===== src/rtl/sect_erase_pkg.sv =====
`timescale 1ns/1ps
package sect_erase_pkg;

    localparam int DATA_W      = 8;
    localparam int ADR_KEY1    = 'h555;
    localparam int ADR_KEY2    = 'h2AA;
    localparam logic [DATA_W-1:0] DAT_KEY1  = 8'hAA;
    localparam logic [DATA_W-1:0] DAT_KEY2  = 8'h55;
    localparam logic [DATA_W-1:0] DAT_SETUP = 8'h80;
    localparam logic [DATA_W-1:0] DAT_SECT  = 8'h30;

    typedef enum logic [2:0] {
        ST_READ, ST_KEY1, ST_KEY2, ST_ARMED, ST_KEY3, ST_KEY4, ST_WINDOW
    } seq_state_e;

    typedef enum logic [2:0] {
        K_UNLOCK_A, K_UNLOCK_B, K_SETUP, K_SECTOR, K_OTHER
    } cmd_kind_e;

    typedef struct packed {
        logic              valid;
        logic [DATA_W-1:0] data;
        logic              at_key1;
        logic              at_key2;
    } bus_ev_t;

    function automatic cmd_kind_e classify(bus_ev_t ev);
        if (ev.data == DAT_SECT)                    return K_SECTOR;
        if (ev.data == DAT_KEY1  && ev.at_key1)     return K_UNLOCK_A;
        if (ev.data == DAT_KEY2  && ev.at_key2)     return K_UNLOCK_B;
        if (ev.data == DAT_SETUP && ev.at_key1)     return K_SETUP;
        return K_OTHER;
    endfunction

endpackage


===== src/rtl/sect_erase_capture.sv =====
`timescale 1ns/1ps
module sect_erase_capture
    import sect_erase_pkg::*;
#(
    parameter int ADDR_W    = 14,
    parameter int SECT_BITS = 3
) (
    input  logic                 clk,
    input  logic                 rst,
    input  logic                 we_n,
    input  logic [ADDR_W-1:0]    addr,
    input  logic [DATA_W-1:0]    data,
    output bus_ev_t              ev_o,
    output logic [SECT_BITS-1:0] sect_o
);
    localparam int CMD_AW = ADDR_W - SECT_BITS;

    logic                 we_q;
    logic                 k1_lat, k2_lat;
    logic [SECT_BITS-1:0] sect_lat;
    logic                 fall, rise;

    assign fall = we_q & ~we_n;
    assign rise = ~we_q & we_n;

    always_ff @(posedge clk) begin
        if (rst) begin
            we_q     <= 1'b1;
            k1_lat   <= 1'b0;
            k2_lat   <= 1'b0;
            sect_lat <= '0;
            ev_o     <= '0;
            sect_o   <= '0;
        end else begin
            we_q       <= we_n;
            ev_o.valid <= rise;
            if (fall) begin
                k1_lat   <= (addr[CMD_AW-1:0] == CMD_AW'(ADR_KEY1));
                k2_lat   <= (addr[CMD_AW-1:0] == CMD_AW'(ADR_KEY2));
                sect_lat <= addr[ADDR_W-1 -: SECT_BITS];
            end
            if (rise) begin
                ev_o.data    <= data;
                ev_o.at_key1 <= k1_lat;
                ev_o.at_key2 <= k2_lat;
                sect_o       <= sect_lat;
            end
        end
    end

    // a rising strobe yields one event, never two in a row
    p_single_event_r4: assert property (@(posedge clk) disable iff (rst)
        ev_o.valid |=> !ev_o.valid);

endmodule


===== src/rtl/sect_erase_timer.sv =====
`timescale 1ns/1ps
module sect_erase_timer #(
    parameter int WINDOW_CYC = 6250
) (
    input  logic clk,
    input  logic rst,
    input  logic load,
    input  logic halt,
    output logic expired
);
    localparam int CNT_W = $clog2(WINDOW_CYC);

    logic [CNT_W-1:0] cnt;
    logic             running;

    assign expired = running && (cnt == '0);

    always_ff @(posedge clk) begin
        if (rst) begin
            running <= 1'b0;
            cnt     <= '0;
        end else if (load) begin
            running <= 1'b1;
            cnt     <= CNT_W'(WINDOW_CYC - 1);
        end else if (halt) begin
            running <= 1'b0;
        end else if (running && cnt != '0) begin
            cnt <= cnt - 1'b1;
        end
    end

    // a reload always restarts the full window
    p_reload_full_r7: assert property (@(posedge clk) disable iff (rst)
        load |=> running && cnt == CNT_W'(WINDOW_CYC - 1));

    // the counter never wraps while running
    p_no_wrap_r6: assert property (@(posedge clk) disable iff (rst)
        (running && !load && !halt && cnt != '0) |=> cnt == $past(cnt) - 1'b1);

endmodule


===== src/rtl/sect_erase_buffer.sv =====
`timescale 1ns/1ps
module sect_erase_buffer #(
    parameter int SECT_BITS = 3
) (
    input  logic                   clk,
    input  logic                   rst,
    input  logic                   add,
    input  logic [SECT_BITS-1:0]   idx,
    input  logic                   clr,
    input  logic                   launch,
    output logic [(1<<SECT_BITS)-1:0] map_o
);
    localparam int NSECT = 1 << SECT_BITS;

    logic [NSECT-1:0] pend;

    for (genvar i = 0; i < NSECT; i++) begin : g_sect
        always_ff @(posedge clk) begin
            if (rst || clr || launch)
                pend[i] <= 1'b0;
            else if (add && idx == SECT_BITS'(i))
                pend[i] <= 1'b1;
        end
    end

    always_ff @(posedge clk) begin
        if (rst)
            map_o <= '0;
        else if (launch)
            map_o <= pend;
    end

    // an accepted sector stays marked
    p_add_marks_r9: assert property (@(posedge clk) disable iff (rst)
        (add && !clr && !launch) |=> pend[$past(idx)]);

    // an abort drops the whole selection
    p_clear_drops_r8: assert property (@(posedge clk) disable iff (rst)
        clr |=> pend == '0);

    // published map only moves on a launch
    p_map_hold_r10: assert property (@(posedge clk) disable iff (rst)
        !launch |=> $stable(map_o));

endmodule


===== src/rtl/sect_erase_seq.sv =====
`timescale 1ns/1ps
module sect_erase_seq
    import sect_erase_pkg::*;
(
    input  logic    clk,
    input  logic    rst,
    input  bus_ev_t ev,
    input  logic    expired,
    output logic    buf_add,
    output logic    buf_clr,
    output logic    launch,
    output logic    tmr_load,
    output logic    tmr_halt,
    output logic    read_mode_o,
    output logic    start_o
);
    seq_state_e state, state_nx;
    cmd_kind_e  kind;

    assign kind        = classify(ev);
    assign read_mode_o = (state == ST_READ);

    always_comb begin
        state_nx = state;
        buf_add  = 1'b0;
        buf_clr  = 1'b0;
        launch   = 1'b0;
        tmr_load = 1'b0;
        tmr_halt = 1'b0;
        if (ev.valid) begin
            case (state)
                ST_READ:   if (kind == K_UNLOCK_A) state_nx = ST_KEY1;
                ST_KEY1:   state_nx = (kind == K_UNLOCK_B) ? ST_KEY2  : ST_READ;
                ST_KEY2:   state_nx = (kind == K_SETUP)    ? ST_ARMED : ST_READ;
                ST_ARMED:  state_nx = (kind == K_UNLOCK_A) ? ST_KEY3  : ST_READ;
                ST_KEY3:   state_nx = (kind == K_UNLOCK_B) ? ST_KEY4  : ST_READ;
                ST_KEY4, ST_WINDOW: begin
                    if (kind == K_SECTOR) begin
                        state_nx = ST_WINDOW;
                        buf_add  = 1'b1;
                        tmr_load = 1'b1;
                    end else begin
                        state_nx = ST_READ;
                        buf_clr  = 1'b1;
                        tmr_halt = 1'b1;
                    end
                end
                default:   state_nx = ST_READ;
            endcase
        end else if (state == ST_WINDOW && expired) begin
            state_nx = ST_READ;
            launch   = 1'b1;
            tmr_halt = 1'b1;
        end
    end

    always_ff @(posedge clk) begin
        if (rst) begin
            state   <= ST_READ;
            start_o <= 1'b0;
        end else begin
            state   <= state_nx;
            start_o <= launch;
        end
    end

    // a broken unlock or setup write ends the sequence
    p_abort_seq_r3: assert property (@(posedge clk) disable iff (rst)
        (ev.valid && kind == K_OTHER && state != ST_READ) |=> state == ST_READ);

    // a launch only comes out of an open window
    p_launch_window_r6: assert property (@(posedge clk) disable iff (rst)
        start_o |-> $past(state) == ST_WINDOW);

endmodule


===== src/rtl/sect_erase_cmd.sv =====
`timescale 1ns/1ps
module sect_erase_cmd
    import sect_erase_pkg::*;
#(
    parameter int ADDR_W    = 14,
    parameter int SECT_BITS = 3,
    parameter int CLK_MHZ   = 125,
    parameter int WINDOW_US = 50
) (
    input  logic                       clk,
    input  logic                       rst,
    input  logic                       we_n,
    input  logic [ADDR_W-1:0]          addr,
    input  logic [DATA_W-1:0]          data,
    output logic                       read_mode_o,
    output logic                       erase_start_o,
    output logic [(1<<SECT_BITS)-1:0]  erase_map_o
);
    localparam int WINDOW_CYC = CLK_MHZ * WINDOW_US;

    bus_ev_t              ev;
    logic [SECT_BITS-1:0] ev_sect;
    logic                 expired, buf_add, buf_clr, launch, tmr_load, tmr_halt;

    sect_erase_capture #(.ADDR_W(ADDR_W), .SECT_BITS(SECT_BITS)) u_capture (
        .clk(clk), .rst(rst), .we_n(we_n), .addr(addr), .data(data),
        .ev_o(ev), .sect_o(ev_sect)
    );

    sect_erase_seq u_seq (
        .clk(clk), .rst(rst), .ev(ev), .expired(expired),
        .buf_add(buf_add), .buf_clr(buf_clr), .launch(launch),
        .tmr_load(tmr_load), .tmr_halt(tmr_halt),
        .read_mode_o(read_mode_o), .start_o(erase_start_o)
    );

    sect_erase_timer #(.WINDOW_CYC(WINDOW_CYC)) u_timer (
        .clk(clk), .rst(rst), .load(tmr_load), .halt(tmr_halt), .expired(expired)
    );

    sect_erase_buffer #(.SECT_BITS(SECT_BITS)) u_buffer (
        .clk(clk), .rst(rst), .add(buf_add), .idx(ev_sect),
        .clr(buf_clr), .launch(launch), .map_o(erase_map_o)
    );

    // start is a single-cycle pulse
    p_start_single_r6: assert property (@(posedge clk) disable iff (rst)
        erase_start_o |=> !erase_start_o);

    // the block is back in read mode when it launches
    p_start_read_r10: assert property (@(posedge clk) disable iff (rst)
        erase_start_o |-> read_mode_o && $past(!read_mode_o));

    // a launch always selects at least one sector
    p_map_nonempty_r5: assert property (@(posedge clk) disable iff (rst)
        erase_start_o |-> erase_map_o != '0);

endmodule


===== config.mk =====
export PLATFORM = sky130hd
export DESIGN_NAME = sect_erase_cmd
export DESIGN_NICKNAME = d
export VERILOG_FILES = /design/src/rtl/sect_erase_pkg.sv /design/src/rtl/sect_erase_capture.sv /design/src/rtl/sect_erase_timer.sv /design/src/rtl/sect_erase_buffer.sv /design/src/rtl/sect_erase_seq.sv /design/src/rtl/sect_erase_cmd.sv
export SDC_FILE = /design/constraint.sdc
export NUM_CORES = 1
export LEC_CHECK = 0
export BUFFER_PORTS_ARGS = -buffer_cell sky130_fd_sc_hd__buf_2
export CAP_MARGIN = 30
export CORE_AREA = 2 2 76 78
export DETAILED_ROUTE_END_ITERATION = 8
export DIE_AREA = 0 0 78 80
export PLACE_DENSITY = 0.67
export SYNTH_ARGS = -nofsm -noshare
export SYNTH_HDL_FRONTEND = slang
export SYNTH_SLANG_ARGS = --single-unit

===== constraint.sdc =====
create_clock -name clk -period 2.35 [get_ports clk]
set_input_delay 0.235 -clock clk [delete_from_list [all_inputs] [get_ports clk]]
set_output_delay 0.235 -clock clk [all_outputs]
set_load 0.1 [all_outputs]

Word level (Yosys, flattened, before mapping)
Cells that the tools add are included.
{ "totals": {"wordCells": 123, "memories": 0, "rom_bits": 0, "output_inout_bits": 10, "register_bits": 54, "input_bits": 25, "latch_bits": 0, "mem_bits_rw": 0} }
{ "op_classes": {"eq_ne": 24, "bitwise_logic": 5, "shift": 0, "n_lt_le_gt_ge": 0, "reduce_logical": 29, "add_sub_neg": 1, "muxes": 41, "n_mul": 0, "n_div": 0} }
{ "ops": {"columns": ["cell", "n"], "rows": [
  ["$mux 3", 14],
  ["$mux 13", 3],
  ["$eq 3x3->1 const B", 7],
  ["$mux 1", 21],
  ["$eq 3x2->1 const B", 6],
  ["$pmux 3 s6", 1],
  ["$eq 8x8->1 const B", 2],
  ["$logic_and 1x1->1", 14],
  ["$logic_not 13->1", 1],
  ["$reduce_bool 13->1", 1],
  ["$sub 13x1->13 const B", 1],
  ["$eq 11x10->1 const B", 1],
  ["$eq 11x11->1 const B", 1],
  ["$eq 3x1->1 const B", 3],
  ["$logic_not 3->1", 3],
  ["$eq 8x6->1 const B", 1],
  ["$eq 8x7->1 const B", 1],
  ["$reduce_and 2->1", 3],
  ["$reduce_bool 2->1", 3],
  ["$mux 2", 2],
  ["$reduce_or 2->1", 2],
  ["$ne 3x2->1 const B", 1],
  ["$not 1->1", 3],
  ["$and 1x1->1", 2],
  ["other kinds (2)", 3]
]} }

Depth between registers and ports, before layout
{ "logic_depth": {"depth_word": 19, "mapped_depth": 8, "mapped_depth_nobuf": 6} }

Modules after synthesis
From an unflattened synthesis, not the netlist that was laid out.
{ "hier_totals": {"hier_cells": 281, "hier_area_um2": 2557.5} }
{ "by_module_without_submodules": {"columns": ["mod", "cells_each", "instances", "area_per_inst_um2"], "rows": [
  ["sect_erase_timer", 89, 1, 772.0],
  ["sect_erase_capture", 88, 1, 740.7],
  ["sect_erase_buffer", 51, 1, 601.8],
  ["sect_erase_seq", 53, 1, 442.9]
]} }

Worst setup path after synthesis
OpenSTA, ideal clock, no wires.
{ "synth_path": {"path_kind": "register to register", "from": "reg u_seq.state[0]", "to": "reg u_seq.state[1]", "synth_period_minus_slack_ps": 3298, "t_arrival_ps": 3182, "slack_ps": -948, "path_stages_with_launch": 5, "path_cell_list": "dfxtp_1 -> clkbuf_1 -> nor3_1 -> a21oi_1 -> a21bo_2"} }
{ "synth_between": {"elab_cells_between_ends": 14} }
{ "synth_lines": {"columns": ["item", "line", "source"], "rows": [
  ["start: declaration", "sect_erase_seq.sv:17", "seq_state_e state, state_nx;"],
  ["start signal: assignment", "sect_erase_seq.sv:62", "state <= state_nx;"],
  ["$logic_not 3->1 (*)", null, null],
  ["named net read_mode_o", "sect_erase_cmd.sv:15", "output logic read_mode_o,"],
  ["$pmux 3 s6 / $ne 3x2->1 (equally long branches)", null, null],
  ["$mux 3 / $reduce_and 2->1 (equally long branches)", null, null]
]} }
The timed path passes the listed nets; every way through them passes the cells marked *.
A chain may end at the register's enable or synchronous reset.

Worst setup path after layout
{ "layout_path": {"from": "reg u_timer.cnt[4]", "to": "reg u_timer.cnt[12]"} }
{ "layout_between": {"elab_chain_cells": 7, "elab_cells_between_ends": 14} }
{ "layout_rtl": {"columns": ["item", "line", "source"], "rows": [
  ["start: declaration", "sect_erase_timer.sv:13", "logic [CNT_W-1:0] cnt;"],
  ["start signal: assignment", "sect_erase_timer.sv:24", "cnt <= CNT_W'(WINDOW_CYC - 1);"],
  ["start signal: assignment", "sect_erase_timer.sv:28", "cnt <= cnt - 1'b1;"],
  ["branches (longest 7 deep; another with $sub 13x1->13)", null, null]
]} }
Several ways; the timed one is not identified. The select of a mux whose other input is x is not followed.

==> flow_metrics.py <==
metrics = {
    "floorplanning": {
        "core_um2": 5410,
        "dieArea_um2": 6240,
        "ioPinCount": 35,
        "die-height_um": 80,
        "start_util": 0.440,
        "row_count": 27,
        "dieWidth_um": 78,
    },
    "yosys": {
        "yosysMostFrequentCell": "dfxtp_1",
        "syn_area_um2": 2380,
        "yosysSeqAreaShare": 0.455,
        "synthTopCellsByCount": "54 x dfxtp_1, 41 x nand2_1, 32 x a21oi_1, 26 x nor2_1, 11 x nand3_1",
        "yosysWarnings": 0,
        "avgSynthCellArea_um2": 8.43,
        "ys_top_cells_by_area": "dfxtp_1 45%, a21oi_1 6.7%, nand2_1 6.5%",
        "synth_edf_count": 0,
        "ys_async_sr_fraction": 0,
        "yosysTopAreaCell": "dfxtp_1",
        "synth_nets": 309,
        "netlist.area_leader.share": 0.455,
        "ys.flop_type": "dfxtp_1",
        "yosysUniqueCellTypes": 45,
        "synthesis.instances": 282,
        "ys_ff_latch": 54,
    },
    "power": {
        "power.total_mw": 1.53,
        "power.density_nw_per_um2": 548,
        "p_sw_mw": 0.359,
        "internal_power_mw": 1.17,
        "vdd_drop_max_mv": 0.433,
        "pwr-share-comb": 0.048,
        "pwr-share-seq": 0.610,
        "pwr-share-clk": 0.342,
        "swShare": 0.235,
        "power.leakage_nw": 1.15,
    },
    "clock_tree": {
        "htree_levels": 2,
        "clockBufferDepth": 2,
        "clk_pin_slew_ns": 0.10,
        "postCtsSetupRepairBufs": 0,
        "cts.sinks": 54,
        "cts_tree": "done",
        "holdBufCountCts": 0,
        "ctsRootBufferMaster": "clkbuf_8",
        "clock_latency_ns": 0.30,
        "numCtsBuffers": 5,
    },
    "sta": {
        "min_period_ns": 2.37,
        "relSlewSlack": 0.482,
        "tightest_slew_ns": 0.775,
        "timing.final.crit_share": 1.01,
        "maxSlewViolCount": 0,
        "max_freq_mhz": 423,
        "finalSetupViolCount": 1,
        "timing.final.ws_setup_ns": -0.0161,
        "rsz0062_at_grt": "yes",
        "fin_skew_ns": 0.0128,
        "finalHoldViolCount": 0,
        "holdWs_ns": 0.157,
    },
    "run_status": {
        "violations": "setup timing",
        "status": "finished, violations left",
    },
    "place": {
        "io_buffer_count": 34,
        "hpwl_mm": 3.66,
        "gp_congestion": 0.850,
        "place_ws_ns": -0.0126,
    },
    "layout": {
        "drive_gt1_frac": 0.225,
        "syn_to_final_growth_pct": 17.4,
        "nNetsFinal": 350,
        "diodes": 0,
    },
    "worst_setup_path": {
        "startpoint_type": "flip-flop",
        "reg2reg_depth": 5,
        "r2r-start": "u_timer.cnt[4]",
        "critPathCaptureType": "flip-flop",
        "required_ns": 2.56,
        "criticalPathCategory": "reg -> reg",
        "path_max_fanout": 3,
        "worstPathArrival_ns": 2.57,
        "reg2reg_setup_slack_ns": -0.02,
        "timing.rr.end": "u_timer.cnt[12]",
    },
    "detailed_routing": {
        "routed_wl_mm": 5.17,
        "drc": 0,
        "first_pass_iters": 4,
        "antenna_left": 0,
        "wl_per_cell_um": 13.1,
        "initialDrtViolationCount": 155,
        "num_vias": 2175,
        "vias_per_cell": 5.49,
    },
    "global_route": {
        "grt_usage": 0.175,
        "gr-total-overflow": 0,
        "antenna_found_initial": 0,
        "grt_max_degree": 39,
        "grt_pass1_wl_mm": 8.79,
        "grt_pass1_vias": 1962,
    },
    "worst_hold_path": {
        "min-delay-path-class": "in -> reg",
        "worstHoldStart": "data[6]",
        "worstHoldPathCells": 3,
        "hold_path_end": "u_capture.ev_o[8]",
    },
    "run": {
        "drv_cap": 0,
    },
}
-- layer usage --
| metal | share of wire | vias to the layer above | wire (um) | GRT usage |
|---|---|---|---|---|
| li1 | - | 1102 | - | - |
| met1 | 0.48 | 1027 | 2510 | 0.218 |
| met3 | 0.028 | 4 | 145 | 0.0328 |
| met2 | 0.47 | 42 | 2460 | 0.301 |
| met5 | 0 | - | 0 | 0 |
| met4 | 0.012 | 0 | 63 | 0.0667 |
-- through the flow --
stage	utilization	instance area [um^2]	setup TNS [ns]	std cells
finish	0.516	2790	-0.0161	396
global route	0.516	2790	-0.0874	396
CTS	0.515	2780	-0.0143	396
detailed placement	0.498	2690	-0.0126	388
global placement	0.498	2690	0	388
floorplan	-	2380	-0.0133	282
-- what timing repair did --
action                     in CTS  in global routing
pin swaps                       1                  1
gates resized for setup         0                  1
setup endpoints to repair       2                  6
gates cloned                    0                  0
-- logic make-up (layout without fill, tap and decap cells) --
group           Yosys count  after routing  share of synthesized area
buf+inv                  18             60                     0.0327
compound gates           63             63                      0.159
fa+ha+maj                 2              2                     0.0105
mux                       8              8                     0.0337
simple gates            135            135                      0.302
flops                    54             54                      0.455
xor+xnor                  2              2                    0.00737
-- layout by cell type, fill, tap and decap left out, types with 2 or more instances in the layout --
| cell type | n |
|---|---|
| or4_1 | 2 |
| or4_4 | 3 |
| o31ai_1 | 5 |
| a31oi_1 | 8 |
| nand4b_1 | 3 |
| dfxtp_1 | 53 |
| nor4_1 | 4 |
| nor4bb_1 | 2 |
| nor3_1 | 3 |
| or4b_2 | 2 |
| or4_2 | 3 |
| mux2i_1 | 8 |
| or2_2 | 5 |
| clkbuf_8 | 5 |
| and2_1 | 3 |
| ha_1 | 2 |
| a21oi_1 | 32 |
| nand2_1 | 41 |
| and3_1 | 3 |
| inv_1 | 5 |
| buf_2 | 34 |
| or3_1 | 6 |
| nand2b_1 | 5 |
| nor2b_1 | 5 |
| o211ai_1 | 2 |
| o21ai_0 | 7 |
| nand4_1 | 2 |
| nand3_1 | 11 |
| nor2_1 | 26 |
| o221ai_1 | 2 |
| buf_4 | 12 |
-- how the worst max path moves through the flow --
stage                              start         endpoint  slack [ns]  cells after the start
after floorplan           u_timer.cnt[4]  u_timer.cnt[12]       -0.01                      5
after global placement    u_timer.cnt[4]  u_timer.cnt[12]        0.01                      5
after detailed placement  u_timer.cnt[4]  u_timer.cnt[12]       -0.01                      5
after CTS                 u_timer.cnt[4]  u_timer.cnt[12]       -0.01                      5
after global routing      u_timer.cnt[4]  u_timer.cnt[12]       -0.06                      5
final                     u_timer.cnt[4]  u_timer.cnt[12]       -0.02                      5
-- sequential cells by signal (all words and copies together) (netlist names) --
name and flops:
u_timer.running 1, u_capture.k1_lat 1, u_capture.sect_o 3, u_buffer.map_o 8, u_capture.sect_lat 3, u_seq.state 3
u_capture.ev_o 11, u_buffer.pend 8, u_capture.k2_lat 1, u_timer.cnt 13, u_capture.we_q 1, u_seq.start_o 1
-- power by group through the flow --
stage	sequential [mW]	combinational, mW	clock (mW)
3_5_place_dp	0.954	0.0739	0
6_report	0.933	0.0736	0.522
5_1_grt	0.935	0.0835	0.578
4_1_cts	0.933	0.0741	0.536
2_1_floorplan	0.951	0.0402	0
3_3_place_gp	0.953	0.0720	0
-- cell type report --
| class | count | area (um^2) |
|---|---|---|
| fillers | 551 | 2620 |
| multi-input cells | 210 | 1230 |
| flip-flops and latches | 54 | 1080 |
| repair buffers | 47 | 280 |
| well taps | 72 | 90.1 |
| clock buffers | 6 | 72.6 |
| inverters | 5 | 18.8 |
| clock inverters | 2 | 16.3 |
-- worst max-delay path, cell delays in order, from the launching register on --
cell and delay [ns]:
dfxtp_2 0.33, or4_4 0.53, or4_4 0.44, or3_1 0.37
or4b_1 0.46, and3_1 0.15
(Power assumes the default switching activity.)
